===== src/rtl/win_pkg.sv =====
package win_pkg;

  typedef enum logic [1:0] {
    RSRC_NONE = 2'd0,
    RSRC_BANK = 2'd1,
    RSRC_RF   = 2'd2,
    RSRC_FILL = 2'd3
  } rsrc_e;

  typedef struct packed {
    logic  bank_wr;
    logic  fwd;
    logic  unbacked;
    rsrc_e src;
  } dec_t;

endpackage


===== src/rtl/win_rst_sync.sv =====
module win_rst_sync (
  input  logic clk,
  input  logic arst_n,
  output logic rst_n_o
);

  logic [1:0] sync_q;

  always_ff @(posedge clk or negedge arst_n) begin
    if (!arst_n) begin
      sync_q <= 2'b00;
    end else begin
      sync_q <= {sync_q[0], 1'b1};
    end
  end

  assign rst_n_o = sync_q[1];

endmodule


===== src/rtl/win_bank_reg.sv =====
module win_bank_reg #(
  parameter int BANK_W = 13
) (
  input  logic              clk,
  input  logic              rst_n,
  input  logic              wr_en,
  input  logic [BANK_W-1:0] wr_val,
  output logic [BANK_W-1:0] bank_o
);

  logic [BANK_W-1:0] bank_d;
  logic [BANK_W-1:0] bank_q;

  always_comb begin
    bank_d = bank_q;
    if (wr_en) begin
      bank_d = wr_val;
    end
  end

  always_ff @(posedge clk or negedge rst_n) begin
    if (!rst_n) begin
      bank_q <= '0;
    end else begin
      bank_q <= bank_d;
    end
  end

  assign bank_o = bank_q;

endmodule


===== src/rtl/win_decode.sv =====
module win_decode
  import win_pkg::*;
#(
  parameter int                      OFS_W    = 8,
  parameter int                      BANK_W   = 13,
  parameter int                      DEV_W    = 5,
  parameter int                      NUM_DEV  = 2,
  parameter logic [NUM_DEV*DEV_W-1:0] DEV_LIST = {5'd31, 5'd30}
) (
  input  logic              req,
  input  logic              we,
  input  logic [OFS_W-1:0]  ofs,
  input  logic [BANK_W-1:0] bank,
  output dec_t              dec_o
);

  logic [DEV_W-1:0]   dev;
  logic [NUM_DEV-1:0] hit;
  logic               is_sel;
  logic               backed;

  assign dev    = bank[BANK_W-1 -: DEV_W];
  assign is_sel = &ofs;

  for (genvar i = 0; i < NUM_DEV; i++) begin : g_dev_cmp
    assign hit[i] = (dev == DEV_LIST[i*DEV_W +: DEV_W]);
  end

  assign backed = |hit;

  always_comb begin
    dec_o.bank_wr  = req & we & is_sel;
    dec_o.fwd      = req & ~is_sel & backed;
    dec_o.unbacked = req & ~is_sel & ~backed;
    if (is_sel) begin
      dec_o.src = RSRC_BANK;
    end else if (backed) begin
      dec_o.src = RSRC_RF;
    end else begin
      dec_o.src = RSRC_FILL;
    end
  end

endmodule


===== src/rtl/win_resp.sv =====
module win_resp
  import win_pkg::*;
#(
  parameter int HOST_W = 32,
  parameter int DATA_W = 16,
  parameter int BANK_W = 13
) (
  input  logic              clk,
  input  logic              rst_n,
  input  logic              req,
  input  logic              we,
  input  rsrc_e             src,
  input  logic              unbacked,
  input  logic [BANK_W-1:0] bank,
  input  logic [DATA_W-1:0] rf_rdata,
  output logic [HOST_W-1:0] rdata_o,
  output logic              rvalid_o,
  output logic              err_o
);

  logic [HOST_W-1:0] rdata_d, rdata_q;
  logic              rvalid_d, rvalid_q;
  logic              err_d, err_q;
  logic              rd_en;

  assign rd_en = req & ~we;

  always_comb begin
    rvalid_d = rd_en;
    err_d    = unbacked;
    rdata_d  = rdata_q;
    if (rd_en) begin
      case (src)
        RSRC_BANK: rdata_d = {{(HOST_W-BANK_W){1'b0}}, bank};
        RSRC_RF:   rdata_d = {{(HOST_W-DATA_W){1'b0}}, rf_rdata};
        RSRC_FILL: rdata_d = {{(HOST_W-DATA_W){1'b0}}, {DATA_W{1'b1}}};
        default:   rdata_d = rdata_q;
      endcase
    end
  end

  always_ff @(posedge clk or negedge rst_n) begin
    if (!rst_n) begin
      rdata_q  <= '0;
      rvalid_q <= 1'b0;
      err_q    <= 1'b0;
    end else begin
      rdata_q  <= rdata_d;
      rvalid_q <= rvalid_d;
      err_q    <= err_d;
    end
  end

  assign rdata_o  = rdata_q;
  assign rvalid_o = rvalid_q;
  assign err_o    = err_q;

endmodule


===== src/rtl/banked_reg_window.sv =====
module banked_reg_window
  import win_pkg::*;
#(
  parameter int                      HOST_W   = 32,
  parameter int                      DATA_W   = 16,
  parameter int                      DEV_W    = 5,
  parameter int                      REGN_W   = 16,
  parameter int                      OFS_W    = 8,
  parameter int                      NUM_DEV  = 2,
  parameter logic [NUM_DEV*DEV_W-1:0] DEV_LIST = {5'd31, 5'd30},
  localparam int                     ADDR_W   = DEV_W + REGN_W,
  localparam int                     BANK_W   = ADDR_W - OFS_W
) (
  input  logic              clk,
  input  logic              rst_n,
  input  logic              host_req,
  input  logic              host_we,
  input  logic [OFS_W-1:0]  host_widx,
  input  logic [HOST_W-1:0] host_wdata,
  output logic [HOST_W-1:0] host_rdata,
  output logic              host_rvalid,
  output logic              host_err,
  output logic              rf_req,
  output logic              rf_we,
  output logic [ADDR_W-1:0] rf_addr,
  output logic [DATA_W-1:0] rf_wdata,
  input  logic [DATA_W-1:0] rf_rdata
);

  logic              rst_sync_n;
  logic [BANK_W-1:0] bank_q;
  dec_t              dec;
  logic              unused_hi;

  assign unused_hi = ^host_wdata[HOST_W-1:DATA_W];

  win_rst_sync u_rst (
    .clk     (clk),
    .arst_n  (rst_n),
    .rst_n_o (rst_sync_n)
  );

  win_bank_reg #(.BANK_W(BANK_W)) u_bank (
    .clk    (clk),
    .rst_n  (rst_sync_n),
    .wr_en  (dec.bank_wr),
    .wr_val (host_wdata[BANK_W-1:0]),
    .bank_o (bank_q)
  );

  win_decode #(
    .OFS_W    (OFS_W),
    .BANK_W   (BANK_W),
    .DEV_W    (DEV_W),
    .NUM_DEV  (NUM_DEV),
    .DEV_LIST (DEV_LIST)
  ) u_dec (
    .req   (host_req),
    .we    (host_we),
    .ofs   (host_widx),
    .bank  (bank_q),
    .dec_o (dec)
  );

  win_resp #(
    .HOST_W (HOST_W),
    .DATA_W (DATA_W),
    .BANK_W (BANK_W)
  ) u_resp (
    .clk      (clk),
    .rst_n    (rst_sync_n),
    .req      (host_req),
    .we       (host_we),
    .src      (dec.src),
    .unbacked (dec.unbacked),
    .bank     (bank_q),
    .rf_rdata (rf_rdata),
    .rdata_o  (host_rdata),
    .rvalid_o (host_rvalid),
    .err_o    (host_err)
  );

  assign rf_req   = dec.fwd;
  assign rf_we    = host_we;
  assign rf_addr  = {bank_q, host_widx};
  assign rf_wdata = host_wdata[DATA_W-1:0];

endmodule


===== config.mk =====
export PLATFORM = sky130hd
export DESIGN_NAME = banked_reg_window
export DESIGN_NICKNAME = d
export VERILOG_FILES = /design/src/rtl/win_pkg.sv /design/src/rtl/win_rst_sync.sv /design/src/rtl/win_bank_reg.sv /design/src/rtl/win_decode.sv /design/src/rtl/win_resp.sv /design/src/rtl/banked_reg_window.sv
export SDC_FILE = /design/constraint.sdc
export NUM_CORES = 1
export LEC_CHECK = 0
export BUFFER_PORTS_ARGS = -buffer_cell sky130_fd_sc_hd__clkbuf_2
export CORE_MARGIN = 1.5
export CORE_UTILIZATION = 41
export DETAILED_ROUTE_END_ITERATION = 8
export PLACE_DENSITY = 0.78
export SLEW_MARGIN = 20
export SYNTH_ARGS = -nofsm -noshare
export SYNTH_HDL_FRONTEND = slang
export SYNTH_SLANG_ARGS = --single-unit

===== constraint.sdc =====
create_clock -name clk -period 1.7 [get_ports clk]
set_input_delay 0.34 -clock clk [delete_from_list [all_inputs] [get_ports clk]]
set_output_delay 0.34 -clock clk [all_outputs]
set_load 0.01 [all_outputs]

# ---- Word level (Yosys, flattened, before mapping)
# Cells that the tools add are included.
dict set report word_totals {
  ff_bits 49
  input_bits 60
  out_inout_bits 73
}
dict set report op_classes {
  n_eq_ne 5
  n_mux 3
  bitwise 9
  n_reduce_logical 4
}
# cell count
set ops {}
lappend ops {{$pmux W32 S3} 1}
lappend ops {{$eq A5 B5 Y1 const B} 2}
lappend ops {{$reduce_and A8 Y1} 1}
lappend ops {{$and A1 B1 Y1} 6}
lappend ops {{$eq A2 B2 Y1 const B} 2}
lappend ops {{$not A1 Y1} 3}
lappend ops {{$reduce_bool A3 Y1} 1}
lappend ops {{$eq A2 B1 Y1 const B} 1}
lappend ops {{$mux W2} 1}
lappend ops {{$reduce_and A2 Y1} 1}
lappend ops {{$reduce_or A2 Y1} 1}
lappend ops {{$mux W1} 1}

# ---- Longest topological paths before layout
dict set report logic_depth {
  word_depth 7
  depth_mapped 6
  depth_no_buf 4
}

# ---- Hierarchy
# From an unflattened synthesis, not the netlist that was laid out.
dict set report unflattened {
  hier_cells 171
  hier_area_um2 1949.4
}
# module instances cells_each area_per_inst_um2 seq_area_each_um2
set by_module_without_submodules {}
lappend by_module_without_submodules {win_resp 1 106 1113.6 450.4}
lappend by_module_without_submodules {win_bank_reg 1 27 520.5 325.3}
lappend by_module_without_submodules {banked_reg_window 1 25 187.7 0.0}
lappend by_module_without_submodules {win_decode 1 10 73.8 0.0}
lappend by_module_without_submodules {win_rst_sync 1 3 53.8 50.0}

# ---- Worst setup path after synthesis
# Ideal clock, no wire load.
dict set report synth_timing {
  path_kind {flip-flop to output port}
  from {reg u_bank.bank_q[9], in the netlist u_bank.bank_o[9]}
  to {out rf_req}
  t_arrival_ps 1110
  required_time_ps 1360
  slack_ps 250
  path_stages_with_launch 4
  path_cell_list {dfrtp_1 nand4_1 clkbuf_1 nor2_1}
}
dict set report synth_between {
  elab_chain_cells 3
}
# element line_no
set synth_lines {}
lappend synth_lines {{from (decl)} win_bank_reg.sv:12} ;# logic [BANK_W-1:0] bank_q;
lappend synth_lines {{from (signal assigned)} win_bank_reg.sv:25} ;# bank_q <= bank_d;
lappend synth_lines {{$eq A5 B5 Y1} win_decode.sv:26} ;# assign hit[i] = (dev == DEV_LIST[i*DEV_W +: DEV_W]);
lappend synth_lines {{$reduce_or A2 Y1 (*)} win_decode.sv:29} ;# assign backed = |hit;
lappend synth_lines {{$and A1 B1 Y1 (*)} win_decode.sv:33} ;# dec_o.fwd = req & ~is_sel & backed;
lappend synth_lines {{to (decl)} banked_reg_window.sv:23} ;# output logic rf_req,
# Mark *: on every way between the ends. The rest lies on a longest branch, timed or not.

# ---- Final worst setup path
# Same ends and word-level chain as after synthesis.

==> results.toml <==
[logic_synthesis]
yosysTopAreaCell = "dfrtp_1"
ys_top_cells_by_area = "dfrtp_1 (45%), buf_4 (17%), mux2_4 (8.2%)"
ys_async_sr_fraction = 1.00
yosys.area.top_type_share = 0.452
syn_inst = 171
ys_types = 24
postSynthAreaPerCell_sq_um = 10.7
yosysSeqAreaShare = 0.452
ys_seq_elements = 33
synth_ff_type = "dfrtp_1"
synth_edf_count = 0
syn_area_sq_um = 1830
yosys_warnings = 0

[cts]
cts_sinks = 33
cts_tree = "yes"
ctsLongestPathBuffers = 2
path_clk_slew_ps = 60
numCtsBuffers = 5
htreeDepth = 2
cts_root_buf = "clkbuf_8"
clk_latency_ps = 270
post_cts_buffers = 0
ctsResizeCount = 0

[floorplan]
die_area_sq_um = 4860
core_sq_um = 4320
rows = 24
start_util = 0.422
ios = 133
fp.dieW_um = 69.7
die_h_um = 69.7

[sta]
fin_crit_ps = 1480
setup_tns_ps = 0
fin_crit_sh = 0.872
fmaxAchievable_mhz = 674
hold_violations = 0
drv_slew = 0
grt_setup_unrepaired = "no"
fin_skew_ps = 4.64
setup_viol = 0

[critical_path]
rr_worst_depth = 4
crit_path_end_kind = "output pin"
crit_path_start_kind = "flip-flop"
worstReg2RegEnd = "u_resp.rdata_o[12]"
r2r-start = "u_bank.bank_o[9]"
reg2reg_slack_ps = 490
worst-setup-path-type = "flip-flop to output pin"
cp.arrival_ps = 1140
critPathMaxFanout = 4
cp_data_required_time_ps = 1360

[grt]
antenna_found_initial = 0
grt_max_degree = 32
first_global_vias = 1286
grt-ovfl-total = 0
grt_use_total = 0.163
grt_pass1_wl_um = 6200

[power]
p_seq_frac = 0.508
power_density_nw_per_um2 = 731
switching_power_mw = 0.399
p_comb_frac = 0.136
leakage_nw = 1.09
peakVddDrop_uv = 350
power_mw = 1.62
pwr-share-clk = 0.356
netSwitchingFraction = 0.247
p_int_mw = 1.22

[placement]
placed_cell_area_sq_um = 2120
dp.cells = 287
place.gp.congestion = 0.747
dp_hpwl_um = 3050
io_buffer_count = 94

[finish]
finalCoreUtilization = 0.512
num-nets-final = 303
stdcell_count = 295
post-route-cell-area_sq_um = 2220
final_common_cell = "clkbuf_2"
final_cell_mix = "clkbuf_2 (94), dfrtp_1 (33), conb_1 (17), nor2_1 (14)"
drive_above_1_share = 0.510
area_growth_pct = 21.4
insertedDiodeCount = 0

[detailed_routing]
avgRoutedWirePerCell_um = 13.1
viasPerCell = 4.72
drt-total-wl_um = 3880
final_antenna_net_count = 0
dr_total_vias = 1392
drt-initial-drc-count = 34
dr.pass1.iters = 4
drc_errors = 0

[hold_path]
hp-class = "flip-flop to asynchronous set/reset pin"

[flow_run]
cap_violations = 0

[run_status]
status = "complete, no violations"
state kept, by name, summed over array words and instances, names as in the netlist:
name,count
u_bank.bank_o,13
u_resp.err_o,1
u_resp.rdata_o,16
u_resp.rvalid_o,1
u_rst.sync_q,2
layer usage:
| layer | wire length, um | vias up | GRT usage | share of wire |
|---|---|---|---|---|
| met3 | 249 | 4 | 0.0494 | 0.064 |
| met4 | 44 | 0 | 0.0534 | 0.011 |
| met5 | 0 | - | 0 | 0 |
| met1 | 1690 | 636 | 0.215 | 0.44 |
| li1 | - | 692 | - | - |
| met2 | 1900 | 60 | 0.257 | 0.49 |
cell type report:
class                           count  area (sq um)
Multi-Input combinational cell    101           684
Sequential cell                    33           826
Timing Repair Buffer              101           551
Inverter                            1          3.75
Fill cell                         427          2110
Clock buffer                        7          86.3
Tap cell                           52          65.1
repair_timing:
action / 4_1_cts / 5_1_grt
endpoints found under the setup margin: 0 / 0
hold buffers: 1 / 0
hold endpoints to repair: 2 / 0
Yosys cell counts, types with 4 or more instances:
master / n
o21ai_0: 4
clkbuf_1: 4
nor4_1: 13
nor3_1: 13
buf_4: 41
mux2_4: 10
nand2_1: 4
nor2_1: 14
a211oi_1: 13
dfrtp_1: 33
worst max-delay path: stages, from the launching register on:
cell and delay [ps]:
dfrtp_1 410, nand4_1 150, nor2_1 170, clkbuf_2 150
power by group through the flow:
stage	Sequential (mW)	Clock [mW]	Combinational [mW]
2_1_floorplan	0.855	0	0.151
3_3_place_gp	0.837	0	0.217
3_5_place_dp	0.838	0	0.220
4_1_cts	0.824	0.592	0.223
5_1_grt	0.826	0.634	0.241
6_report	0.823	0.577	0.220
cell families (layout without fill, tap and decap cells):
family	Yosys count	after routing	share of synthesized area
compound gates	20	20	0.0747
buf+inv	52	109	0.204
flops	33	33	0.452
mux	13	13	0.101
other cells	2	17	0.00411
simple gates	51	51	0.165
per-stage QoR:
step           setup WS [ps]  hold slack, ps
5_1_grt                  125             294
6_report                 217             258
3_5_place_dp             200             128
4_1_cts                  193             281
2_1_floorplan            250            44.4
3_3_place_gp             218             126
worst max-delay path by stage:
| stage | from | end | slack (ps) | cells after the start |
|---|---|---|---|---|
| detailed placement | host_we | u_resp.rdata_o[12] | 200 | 6 |
| global route | u_bank.bank_o[9] | rf_req | 130 | 3 |
| CTS | u_bank.bank_o[9] | rf_req | 190 | 3 |
| global placement | host_widx[6] | u_bank.bank_o[1] | 220 | 5 |
| finish | u_bank.bank_o[9] | rf_req | 220 | 3 |
| floorplan | u_bank.bank_o[9] | rf_req | 250 | 3 |
No activity file was read; power rests on OpenSTA's default activity.
